### src/rtl/ecpx_pkg.sv
package ecpx_pkg;
  localparam int BYTE_W = 8;

  typedef enum logic [2:0] {
    MODE_COMPAT  = 3'd0,
    MODE_BYTE    = 3'd1,
    MODE_PPFIFO  = 3'd2,
    MODE_ECPFIFO = 3'd3,
    MODE_EPP     = 3'd4,
    MODE_RSVD    = 3'd5,
    MODE_TEST    = 3'd6,
    MODE_CONFIG  = 3'd7
  } port_mode_e;

  localparam logic [1:0] FST_SOME  = 2'b00;
  localparam logic [1:0] FST_EMPTY = 2'b01;
  localparam logic [1:0] FST_FULL  = 2'b10;

  localparam int OFS_DATA = 0;
  localparam int OFS_CFGB = 1;
  localparam int OFS_ECR  = 2;

  localparam logic [2:0] WIDTH_CODE_8BIT = 3'b001;
  localparam logic [BYTE_W-1:0] CFGA_BYTE = {1'b0, WIDTH_CODE_8BIT, 4'b0000};
  localparam logic [BYTE_W-1:0] UNUSED_BYTE = '1;
endpackage

### src/rtl/ecpx_decode.sv
module ecpx_decode
  import ecpx_pkg::*;
#(
  parameter int ADDR_W = 3
) (
  input  logic              clk,
  input  logic              rst_n,
  input  logic              wr_en,
  input  logic              rd_en,
  input  logic [ADDR_W-1:0] addr,
  input  port_mode_e        mode,
  output logic              fifo_push,
  output logic              fifo_pop,
  output logic              plain_wr,
  output logic              cfgb_wr,
  output logic              ecr_wr,
  output logic              rd_fire
);
  logic at_data, at_cfgb, at_ecr;

  always_comb begin
    at_data   = (addr == ADDR_W'(OFS_DATA));
    at_cfgb   = (addr == ADDR_W'(OFS_CFGB));
    at_ecr    = (addr == ADDR_W'(OFS_ECR));
    rd_fire   = rd_en & ~wr_en;
    fifo_push = wr_en & at_data & (mode == MODE_TEST);
    fifo_pop  = rd_fire & at_data & (mode == MODE_TEST);
    plain_wr  = wr_en & at_data & (mode != MODE_TEST) & (mode != MODE_CONFIG);
    cfgb_wr   = wr_en & at_cfgb;
    ecr_wr    = wr_en & at_ecr;
  end

  p_single_action_r12: assert property (@(posedge clk) disable iff (!rst_n)
    $onehot0({fifo_push, fifo_pop, plain_wr, cfgb_wr, ecr_wr}))
    else $error("more than one bank action in a cycle");

  p_write_blocks_read_r12: assert property (@(posedge clk) disable iff (!rst_n)
    wr_en |-> !fifo_pop)
    else $error("pop taken during a write");
endmodule

### src/rtl/ecpx_mode_reg.sv
module ecpx_mode_reg
  import ecpx_pkg::*;
(
  input  logic       clk,
  input  logic       rst_n,
  input  logic       ecr_wr,
  input  logic [2:0] wmode,
  output port_mode_e mode_q,
  output logic       flush
);
  assign flush = ecr_wr && (wmode != mode_q);

  always_ff @(posedge clk) begin
    if (!rst_n)      mode_q <= MODE_COMPAT;
    else if (ecr_wr) mode_q <= port_mode_e'(wmode);
  end

  p_mode_load_r2: assert property (@(posedge clk) disable iff (!rst_n)
    ecr_wr |=> mode_q == $past(wmode))
    else $error("mode not loaded");

  p_mode_hold_r2: assert property (@(posedge clk) disable iff (!rst_n)
    !ecr_wr |=> $stable(mode_q))
    else $error("mode changed without a write");
endmodule

### src/rtl/ecpx_fifo.sv
module ecpx_fifo
  import ecpx_pkg::*;
#(
  parameter int DEPTH  = 2,
  parameter int DATA_W = BYTE_W
) (
  input  logic              clk,
  input  logic              rst_n,
  input  logic              flush,
  input  logic              push,
  input  logic              pop,
  input  logic [DATA_W-1:0] wdata,
  output logic [DATA_W-1:0] rdata,
  output logic              empty,
  output logic              full,
  output logic [1:0]        status
);
  localparam int PTR_W = (DEPTH > 1) ? $clog2(DEPTH) : 1;
  localparam int CNT_W = $clog2(DEPTH + 1);
  localparam logic [PTR_W-1:0] LAST_IDX = PTR_W'(DEPTH - 1);
  localparam logic [CNT_W-1:0] CNT_FULL = CNT_W'(DEPTH);

  logic [DATA_W-1:0] mem [DEPTH];
  logic [PTR_W-1:0]  wptr, rptr;
  logic [CNT_W-1:0]  count;
  logic [DATA_W-1:0] last_q;
  logic              push_ok, pop_ok;

  assign empty   = (count == '0);
  assign full    = (count == CNT_FULL);
  assign push_ok = push & ~full & ~flush;
  assign pop_ok  = pop & ~empty & ~flush & ~push;
  assign status  = empty ? FST_EMPTY : (full ? FST_FULL : FST_SOME);
  assign rdata   = empty ? last_q : mem[rptr];

  for (genvar i = 0; i < DEPTH; i++) begin : g_entry
    always_ff @(posedge clk) begin
      if (!rst_n)                                  mem[i] <= '0;
      else if (push_ok && wptr == PTR_W'(i))       mem[i] <= wdata;
    end
  end

  always_ff @(posedge clk) begin
    if (!rst_n || flush) begin
      wptr  <= '0;
      rptr  <= '0;
      count <= '0;
    end else begin
      if (push_ok) wptr <= (wptr == LAST_IDX) ? '0 : wptr + PTR_W'(1);
      if (pop_ok)  rptr <= (rptr == LAST_IDX) ? '0 : rptr + PTR_W'(1);
      if (push_ok)     count <= count + CNT_W'(1);
      else if (pop_ok) count <= count - CNT_W'(1);
    end
  end

  always_ff @(posedge clk) begin
    if (!rst_n)      last_q <= '0;
    else if (pop_ok) last_q <= mem[rptr];
  end

  p_count_bound_r4: assert property (@(posedge clk) disable iff (!rst_n)
    count <= CNT_FULL)
    else $error("occupancy past depth");

  p_flags_excl_r3: assert property (@(posedge clk) disable iff (!rst_n)
    !(empty && full))
    else $error("empty and full together");

  p_full_push_dropped_r5: assert property (@(posedge clk) disable iff (!rst_n)
    (push && full && !flush) |=> full && $stable(wptr))
    else $error("push into full FIFO took effect");

  p_empty_pop_hold_r6: assert property (@(posedge clk) disable iff (!rst_n)
    (pop && empty && !push && !flush) |=> empty && $stable(last_q))
    else $error("pop from empty FIFO moved state");

  p_flush_empties_r7: assert property (@(posedge clk) disable iff (!rst_n)
    flush |=> empty && rptr == '0 && wptr == '0)
    else $error("flush left data");
endmodule

### src/rtl/ecpx_regfile.sv
module ecpx_regfile
  import ecpx_pkg::*;
#(
  parameter int ADDR_W = 3
) (
  input  logic              clk,
  input  logic              rst_n,
  input  logic              plain_wr,
  input  logic              cfgb_wr,
  input  logic              rd_fire,
  input  logic [ADDR_W-1:0] addr,
  input  logic [BYTE_W-1:0] wdata,
  input  port_mode_e        mode,
  input  logic [BYTE_W-1:0] fifo_data,
  input  logic [1:0]        fifo_status,
  output logic [BYTE_W-1:0] rdata_q
);
  logic [BYTE_W-1:0] plain_q, cfgb_q, rd_mux, ecr_view;

  assign ecr_view = {mode, 3'b000, fifo_status};

  always_ff @(posedge clk) begin
    if (!rst_n) begin
      plain_q <= '0;
      cfgb_q  <= '0;
    end else begin
      if (plain_wr) plain_q <= wdata;
      if (cfgb_wr)  cfgb_q  <= wdata;
    end
  end

  always_comb begin
    if (addr == ADDR_W'(OFS_DATA)) begin
      if (mode == MODE_TEST)        rd_mux = fifo_data;
      else if (mode == MODE_CONFIG) rd_mux = CFGA_BYTE;
      else                          rd_mux = plain_q;
    end else if (addr == ADDR_W'(OFS_CFGB)) begin
      rd_mux = cfgb_q;
    end else if (addr == ADDR_W'(OFS_ECR)) begin
      rd_mux = ecr_view;
    end else begin
      rd_mux = UNUSED_BYTE;
    end
  end

  always_ff @(posedge clk) begin
    if (!rst_n)       rdata_q <= '0;
    else if (rd_fire) rdata_q <= rd_mux;
  end

  p_rdata_hold_r12: assert property (@(posedge clk) disable iff (!rst_n)
    !rd_fire |=> $stable(rdata_q))
    else $error("read data changed without a read");

  p_plain_hold_r8: assert property (@(posedge clk) disable iff (!rst_n)
    !plain_wr |=> $stable(plain_q))
    else $error("plain register changed without its write");
endmodule

### src/rtl/ecpx_ctrl_bank.sv
module ecpx_ctrl_bank
  import ecpx_pkg::*;
#(
  parameter int ADDR_W = 3,
  parameter int DEPTH  = 2
) (
  input  logic              clk,
  input  logic              rst_n,
  input  logic              bus_wr_en,
  input  logic              bus_rd_en,
  input  logic [ADDR_W-1:0] bus_addr,
  input  logic [7:0]        bus_wdata,
  output logic [7:0]        bus_rdata,
  output logic [2:0]        mode_o,
  output logic              fifo_empty_o,
  output logic              fifo_full_o
);
  port_mode_e        mode;
  logic              fifo_push, fifo_pop, plain_wr, cfgb_wr, ecr_wr, rd_fire;
  logic              flush;
  logic [BYTE_W-1:0] fifo_data;
  logic [1:0]        fifo_status;

  ecpx_decode #(.ADDR_W(ADDR_W)) u_decode (
    .clk(clk), .rst_n(rst_n),
    .wr_en(bus_wr_en), .rd_en(bus_rd_en), .addr(bus_addr), .mode(mode),
    .fifo_push(fifo_push), .fifo_pop(fifo_pop), .plain_wr(plain_wr),
    .cfgb_wr(cfgb_wr), .ecr_wr(ecr_wr), .rd_fire(rd_fire)
  );

  ecpx_mode_reg u_mode (
    .clk(clk), .rst_n(rst_n), .ecr_wr(ecr_wr), .wmode(bus_wdata[7:5]),
    .mode_q(mode), .flush(flush)
  );

  ecpx_fifo #(.DEPTH(DEPTH), .DATA_W(BYTE_W)) u_fifo (
    .clk(clk), .rst_n(rst_n), .flush(flush), .push(fifo_push), .pop(fifo_pop),
    .wdata(bus_wdata), .rdata(fifo_data), .empty(fifo_empty_o),
    .full(fifo_full_o), .status(fifo_status)
  );

  ecpx_regfile #(.ADDR_W(ADDR_W)) u_regs (
    .clk(clk), .rst_n(rst_n), .plain_wr(plain_wr), .cfgb_wr(cfgb_wr),
    .rd_fire(rd_fire), .addr(bus_addr), .wdata(bus_wdata), .mode(mode),
    .fifo_data(fifo_data), .fifo_status(fifo_status), .rdata_q(bus_rdata)
  );

  assign mode_o = mode;

  p_same_mode_keeps_fifo_r7: assert property (@(posedge clk) disable iff (!rst_n)
    (ecr_wr && bus_wdata[7:5] == mode_o && !fifo_empty_o) |=> !fifo_empty_o)
    else $error("same-mode ECR write flushed FIFO");

  p_no_fifo_outside_test_r8: assert property (@(posedge clk) disable iff (!rst_n)
    (mode_o != 3'd6 && !ecr_wr) |=> $stable(fifo_empty_o) && $stable(fifo_full_o))
    else $error("FIFO moved outside test mode");
endmodule

### config.mk
export PLATFORM = sky130hd
export DESIGN_NAME = ecpx_ctrl_bank
export DESIGN_NICKNAME = d
export VERILOG_FILES = /design/src/rtl/ecpx_pkg.sv /design/src/rtl/ecpx_decode.sv /design/src/rtl/ecpx_mode_reg.sv /design/src/rtl/ecpx_fifo.sv /design/src/rtl/ecpx_regfile.sv /design/src/rtl/ecpx_ctrl_bank.sv
export SDC_FILE = /design/constraint.sdc
export NUM_CORES = 1
export LEC_CHECK = 0
export BUFFER_PORTS_ARGS = -buffer_cell sky130_fd_sc_hd__buf_2
export CAP_MARGIN = 40
export CORE_UTILIZATION = 45
export CTS_BUF_LIST = sky130_fd_sc_hd__clkbuf_16
export CTS_CLUSTER_DIAMETER = 30
export DETAILED_ROUTE_END_ITERATION = 8
export HOLD_SLACK_MARGIN = 0.1
export PLACE_DENSITY = 0.7
export SLEW_MARGIN = 15
export SYNTH_ARGS = -nofsm -noshare
export SYNTH_HDL_FRONTEND = slang
export SYNTH_HIERARCHICAL = 1
export SYNTH_SLANG_ARGS = --single-unit
### constraint.sdc
create_clock -name clk -period 8.65 [get_ports clk]
set_input_delay 1.2975 -clock clk [delete_from_list [all_inputs] [get_ports clk]]
set_output_delay 1.2975 -clock clk [all_outputs]
set_load 0.005 [all_outputs]
==> out/results.txt, run 1 <==
status: complete, no violations
pin count of the biggest net entering global routing: 38
WL final: 6.03 mm
CORE AREA: 0.00589 mm²
Pleak: 1.19 nW
Gate Count Post-Synth: 261
crit path max-delay cell type: or4b_4
CTS Buf Count: 5
Avg Cell Area, Syn: 10.5 µm²
Yosys cell types: 47
H-tree depth: 2
hpwl dp: 4.12 mm
layout cell share with drive strength beyond 1: 0.180
vias in the first global route: 1992
maximum vdd drop: 0.0782 mV
Setup WS pre-CTS: 4.75 ns
Crit path arrival time: 3.49 ns
clk slew on worst S/H paths: 0.07 ns
CTS sink cnt: 56
RSZ-0062 raised after global routing: no
Clk pwr share: 0.420
gr busiest metal: met2
Setup crit start kind: primary input
met3 usage: 0.0366
row cnt: 28
top-area cell type share of the netlist area: 0.293
Worst setup EP type: flop
worst slew pin tran: 0.680 ns
Tcrit/Tclk final: 0.412
Initial Utilization: 0.464
maxcap violations: 0
Routed Antenna Nets: 0
Synth Warn #: 6
Tot GR Track Use: 0.207
dpl cell area: 0.00289 mm²
clk_skew: 0.00751 ns
synth top area cells: dfxtp_1 (29%), edfxtp_1 (18%), mux2i_1 (9.9%), nor2b_1 (5.0%), and2_1 (3.7%)
worst hold path class: flop to flop
GPL Wtd Cong: 0.772
commonest non-fill, non-tap cell in the layout: dfxtp_1
Pwr Density: 176 mW/mm²
crit-path cells: buf_2, or4b_4, nor3_2, inv_1, or3_1, o21ai_1
sw power: 0.115 mW
commonest non-fill, non-tap cells in the layout: dfxtp_1 (40), buf_2 (27), mux2i_1 (27)
family with the most delay on the worst path: simple AND/OR/NAND/NOR gates
Post-synth EDFFs: 16
die area: 0.00639 mm²
PostCTS Resize Cnt: 0
Combinational Power Share: 0.062
clock root buffer: clkbuf_16
initial DRC count: 111
endpoints failing setup: 0
First-pass DRT Iterations: 4
Switching Fraction: 0.212
Slew headroom: 0.545
Bufs on Longest Clock Path: 2
met2 Use GR: 0.358
predominant post-synthesis flop cell: dfxtp_1
clk_lat worst skew: 0.29 ns
DIE HEIGHT: 79.9 µm
number of synthesized register bits: 56
routing usage on met1: 0.262
DR vias/cell: 5.60
Setup Buffers After CTS: 0
ys async rst share: 0
via count: 2011
sequential area share after synthesis: 0.469
Final WS setup: 5.08 ns
antenna cells: 0
drt wl/cell: 16.8 µm
WP data required: 8.57 ns
largest fanout on the critical path: 15
FMAX: 280 MHz
port buffer count: 27
initial antenna violation count: 0
GRT overflow: 0
crit path time final: 3.57 ns
number of remaining DRC errors: 0
WHS: 0.456 ns
die width: 79.9 µm
Cells after DPL: 350
TritonCTS clock tree: yes
Final Hold Vio Count: 0
Buf/Inv on CP: 2
sequential power share: 0.517
final net count: 298
fin cells: 359
fin area: 0.00307 mm²
synthesis-to-layout area growth: 12.4%
setup_tns: 0 ns
Synth Cell Area: 0.00273 mm²
largest area contributor in the netlist: dfxtp_1
hold buffer count at CTS: 0
Post-Syn Nets: 276
final slew viol count: 0
Critical Path Max Stage Delay: 0.55 ns
first-pass GRT wire length: 9.93 mm
Int Pwr: 0.426 mW
# IOs: 28
Crit Path Category: primary input to flop
[final timing paths]
check	from	endpoint	slack, ns	cells after the start
max reg2reg	u_mode/mode_q[2]$_SDFFE_PN0P_	u_fifo/mem[0][5]$_SDFFCE_PN0P_	5.90	5
min	u_regs/rdata_q[5]$_SDFFE_PN0P_	u_regs/rdata_q[5]$_SDFFE_PN0P_	0.46	2
min reg2reg	u_regs/rdata_q[5]$_SDFFE_PN0P_	u_regs/rdata_q[5]$_SDFFE_PN0P_	0.46	2
max	bus_addr[1]	u_fifo/mem[0][5]$_SDFFCE_PN0P_	5.08	6
[final cells by class]
| type | instances | area, µm² |
|---|---|---|
| sequential | 56 | 1280 |
| clock inverter | 3 | 42.5 |
| inverter | 4 | 17.5 |
| timing repair buffer | 29 | 158 |
| clock buffer | 5 | 125 |
| multi-input combinational | 187 | 1350 |
| fill | 546 | 2820 |
| tap | 75 | 93.8 |
[cells in the mapped netlist, types with 2 or more instances]
cell type	n
and2_1	16
o21ai_1	5
buf_2	5
and4bb_2	2
nand2b_1	2
or3_1	2
o211a_1	8
nand2_1	7
inv_1	3
buf_6	2
o41ai_1	4
nor4_4	2
nand3_1	9
a21o_1	3
nor2_1	15
nor3_1	2
mux2i_1	27
a221oi_1	3
clkbuf_1	5
edfxtp_1	16
xor2_1	3
a21oi_1	12
nor3_2	2
a21boi_0	4
dfxtp_1	40
and4b_1	4
buf_4	2
nor2b_1	22
a31oi_1	5
o21ai_0	12
[tightest hold or removal path, delay by kind of cell, from the launching register on]
kind               cells  cell delay, ns
DFF                    1            0.33
and+or+nand+nor        1            0.05
AOI/OAI and AO/OA      1            0.05
[per-layer routing]
layer	wire (µm)	up-vias
met4	80	0
met2	2930	32
met3	185	9
met1	2830	970
met5	0	-
li1	-	1000
[flip-flops by register name (all words and copies together) (netlist names), named ones only]
name and flops:
u_mode/mode_q 3, u_regs/plain_q 8, u_regs/cfgb_q 8, u_fifo/rptr 1
u_fifo/wptr 1, u_regs/rdata_q 8, u_fifo/count 2, u_fifo/last_q 8
u_fifo/mem 16
[power by group through the flow]
stage	combinational (mW)	sequential (mW)	clock, mW
2_1_floorplan	0.0195	0.285	0
3_3_place_gp	0.0332	0.286	0
3_5_place_dp	0.0337	0.286	0
4_1_cts	0.0340	0.280	0.232
5_1_grt	0.0372	0.281	0.242
6_report	0.0338	0.280	0.227
[logic make-up (layout without fill, tap and decap cells)]
group,count (synthesis),in the layout,share of synthesized area
compound gates,61,61,0.151
xor+xnor,4,4,0.0128
buf+inv,18,41,0.0362
flops,56,56,0.469
mux,27,27,0.0989
simple gates,95,95,0.232
[through the flow]
stage,utilization,power [mW]
finish,0.521,0.541
detailed placement,0.490,0.320
global route,0.521,0.560
CTS,0.519,0.546
floorplan,-,0.305
global placement,0.490,0.319
Power figures use the tool's default switching activity.
==> inputs of run 2 (changes only) <==
ABC_AREA = 1   (was default)
clock period = 3.46 ns   (was 8.65 ns; I/O delays follow)
==> out/results.txt, run 2 <==
r2r setup slk: 0.95 ns (-4.95 ns)
Synth Cell Area: 0.00273 mm² (about the same)
First-pass DRT Iterations: 5 (+1)
WL final: 6.20 mm (+2.9%)
Clk pwr share: 0.388 (-0.032)
# IOs: 28 (unchanged)
dpl cell area: 0.00293 mm² (+1.5%)
Initial Utilization: 0.464 (about the same)
xor-xnor portion of the synthesized cell area: 0.00321 (-0.00962)
predominant post-synthesis flop cell: dfxtp_1
layout cell share with drive strength beyond 1: 0.158 (-0.0221)
initial DRC count: 155 (+40%)
top-count cell post-synth: nand2_1
Critical Path Max Stage Delay: 0.50 ns (-0.05 ns)
WHS: 0.448 ns (-0.00783 ns)
TritonCTS clock tree: yes
Pwr Density: 428 mW/mm² (+140%)
Tot GR Track Use: 0.215 (+0.00789)
top-area cell type share of the netlist area: 0.293 (about the same)
fin cells: 475 (+32%)
Gate Count Post-Synth: 372 (+43%)
reg2reg start: u_mode/mode_q[2]$_SDFFE_PN0P_
first-pass GRT wire length: 10.1 mm (+2.0%)
synthesis-to-layout area growth: 12.5%
Synth top cells by count: nand2_1 (70), nor2_1 (60), o21ai_0 (54)
family with the most delay on the worst path: simple AND/OR/NAND/NOR gates
Crit Path Category: flop to flop
clk slew on worst S/H paths: 0.07 ns (about the same)
RSZ-0062 raised after global routing: no
commonest non-fill, non-tap cell in the layout: nand2_1
Post-Syn Nets: 387 (+40%)
Final WS setup: 0.954 ns (-4.13 ns)
ys async rst share: 0 (unchanged)
Post-Synth Adder-Cell Area: 0 (unchanged)
CTS sink cnt: 56 (unchanged)
worst hold path class: flop to flop
Slew headroom: 0.604 (+0.0589)
pin count of the biggest net entering global routing: 38 (unchanged)
Tcrit/Tclk final: 0.724
final slew viol count: 0 (unchanged)
worst slew pin tran: 0.594 ns (-0.0860 ns)
GPL Wtd Cong: 0.880 (+14%)
clock root buffer: clkbuf_16
Worst setup EP type: flop
crit path time final: 2.51 ns
maximum vdd drop: 0.302 mV (+290%)
CP endpoint: u_fifo/mem[1][2]$_SDFFCE_PN0P_
Avg Cell Area, Syn: 7.35 µm² (-30%)
hold buffer count at CTS: 0 (unchanged)
GRT overflow: 0 (unchanged)
antenna cells: 0 (unchanged)
number of remaining DRC errors: 0 (unchanged)
Crit. path cell count: 9 (+3)
sequential area share after synthesis: 0.469 (about the same)
via count: 2426 (+21%)
FF-to-FF path depth: 9 (+4)
Cells after DPL: 467 (+33%)
Setup Buffers After CTS: 0 (unchanged)
Synth Warn #: 6 (unchanged)
Setup WS pre-CTS: 0.850 ns (-3.90 ns)
post-layout power: 1.32 mW (+140%)
clk_lat worst skew: 0.30 ns (about the same)
largest area contributor in the netlist: dfxtp_1
status: complete, no violations
Bufs on Longest Clock Path: 2 (unchanged)
Setup crit start kind: flop
CTS Buf Count: 5 (unchanged)
port buffer count: 27 (unchanged)
initial antenna violation count: 0 (unchanged)
crit path max-delay cell type: dfxtp_1
WP data required: 3.47 ns (-5.10 ns)
die area: 0.00639 mm² (about the same)
mux contribution to synthesized area: 0 (-0.0989)
FMAX: 399 MHz
Combinational Power Share: 0.077 (+0.015)
Buf/Inv on CP: 4 (+2)
Synth Area in Simple Gates: 0.267 (+0.0347)
row cnt: 28 (unchanged)
Int Pwr: 0.997 mW (+130%)
Post-synth EDFFs: 16 (unchanged)
synth top area cells: dfxtp_1 (29%), edfxtp_1 (18%), o21ai_0 (9.9%), nand2_1 (9.6%), nor2_1 (8.2%)
Crit path arrival time: 2.51 ns (-0.98 ns)
endpoints failing setup: 0 (unchanged)
clk_skew: 0.00650 ns (-0.00101 ns)
maxcap violations: 0 (unchanged)
final net count: 414 (+39%)
Compound-Gate Fraction of Synth Area: 0.166 (+0.0150)
Switching Fraction: 0.243 (+0.0309)
die width: 79.9 µm (about the same)
vias in the first global route: 2118 (+6.3%)
fin area: 0.00308 mm² (+0.20%)
Final Hold Vio Count: 0 (unchanged)
CORE AREA: 0.00589 mm² (unchanged)
sw power: 0.321 mW (+180%)
largest fanout on the critical path: 7 (-8)
Yosys cell types: 27 (-43%)
Pleak: 1.33 nW (+12%)
post-layout util: 0.523 (+0.00106)
Largest Register: u_fifo/mem
DR vias/cell: 5.11 (-8.8%)
largest family of logic cells by synthesized area: simple AND/OR/NAND/NOR gates
max reg flops: 16 (unchanged)
hpwl dp: 4.56 mm (+11%)
setup_tns: 0 ns (unchanged)
drt wl/cell: 13.1 µm (-22%)
Routed Antenna Nets: 0 (unchanged)
Worst R2R End: u_fifo/mem[1][2]$_SDFFCE_PN0P_
H-tree depth: 2 (unchanged)
CP startpoint: u_mode/mode_q[2]$_SDFFE_PN0P_
commonest non-fill, non-tap cells in the layout: nand2_1 (70), nor2_1 (60), o21ai_0 (54)
PostCTS Resize Cnt: 0 (unchanged)
number of synthesized register bits: 56 (unchanged)
crit-path cells: nand2_1, nor2_1, inv_1, nor2_1, inv_1, nor3_4, inv_2, o21ai_0, buf_2
sequential power share: 0.535 (+0.018)
DIE HEIGHT: 79.9 µm (about the same)
[run 2: changes by cell type in the layout (fill, tap and decap cells not counted), moves of 8 or more]
cell     delta
and2_1     -16
o211a_1     -8
nor2_1     +45
a21oi_1    +14
mux2i_1    -27
nand2_1    +63
inv_1      +49
nor2b_1    -22
o21ai_0    +42
[run 2: worst min-delay path by stage]
stage          depth (start not counted)                       endpoint                     startpoint
3_5_place_dp                           2  u_fifo/last_q[4]$_SDFFE_PN0P_  u_fifo/last_q[4]$_SDFFE_PN0P_
2_1_floorplan                          2  u_fifo/last_q[2]$_SDFFE_PN0P_  u_fifo/last_q[2]$_SDFFE_PN0P_
4_1_cts                                2  u_fifo/last_q[4]$_SDFFE_PN0P_  u_fifo/last_q[4]$_SDFFE_PN0P_
6_report                               2  u_fifo/last_q[0]$_SDFFE_PN0P_  u_fifo/last_q[0]$_SDFFE_PN0P_
5_1_grt                                2  u_fifo/last_q[3]$_SDFFE_PN0P_  u_fifo/last_q[3]$_SDFFE_PN0P_
3_3_place_gp                           2  u_fifo/last_q[2]$_SDFFE_PN0P_  u_fifo/last_q[2]$_SDFFE_PN0P_
[run 2: cells by family after synthesis]
group                     after synthesis
and+or+nand+nor                       162
AOI/OAI and AO/OA                      87
buffers and inverters                  66
DFF                                    56
xor gates and xnor gates                1
[run 2: final cells by class]
class	count	area, µm²
flip-flops and latches	56	1280
repair buffers	30	153
well taps	75	93.8
inverters	56	210
clock buffers	5	125
clock inverters	3	21.3
fillers	589	2810
multi-input cells	250	1190
[run 2: worst reg2reg max path, delay by kind of cell, from the launching register on]
kind / cells / cell delay, ns
AND/OR/NAND/NOR: 4 / 0.77
buffers and inverters: 4 / 0.54
flip-flops: 1 / 0.50
AO/OA/AOI/OAI: 1 / 0.42
[run 2: per-layer routing]
layer | share of wire | global-route usage | wire length, µm | up-vias
li1 | - | - | - | 1238
met5 | 0 | 0 | 0 | -
met2 | 0.45 | 0.333 | 2800 | 60
met3 | 0.060 | 0.0366 | 371 | 10
met4 | 0.016 | 0.0786 | 98 | 0
met1 | 0.47 | 0.301 | 2930 | 1118
[run 2: power groups by stage]
stage | Combinational (mW) | Sequential, mW | Clock [mW]
after floorplan | 0.0581 | 0.717 | 0
after global placement | 0.0978 | 0.720 | 0
after detailed placement | 0.0999 | 0.720 | 0
after CTS | 0.101 | 0.705 | 0.525
after global routing | 0.115 | 0.707 | 0.552
final | 0.101 | 0.705 | 0.511
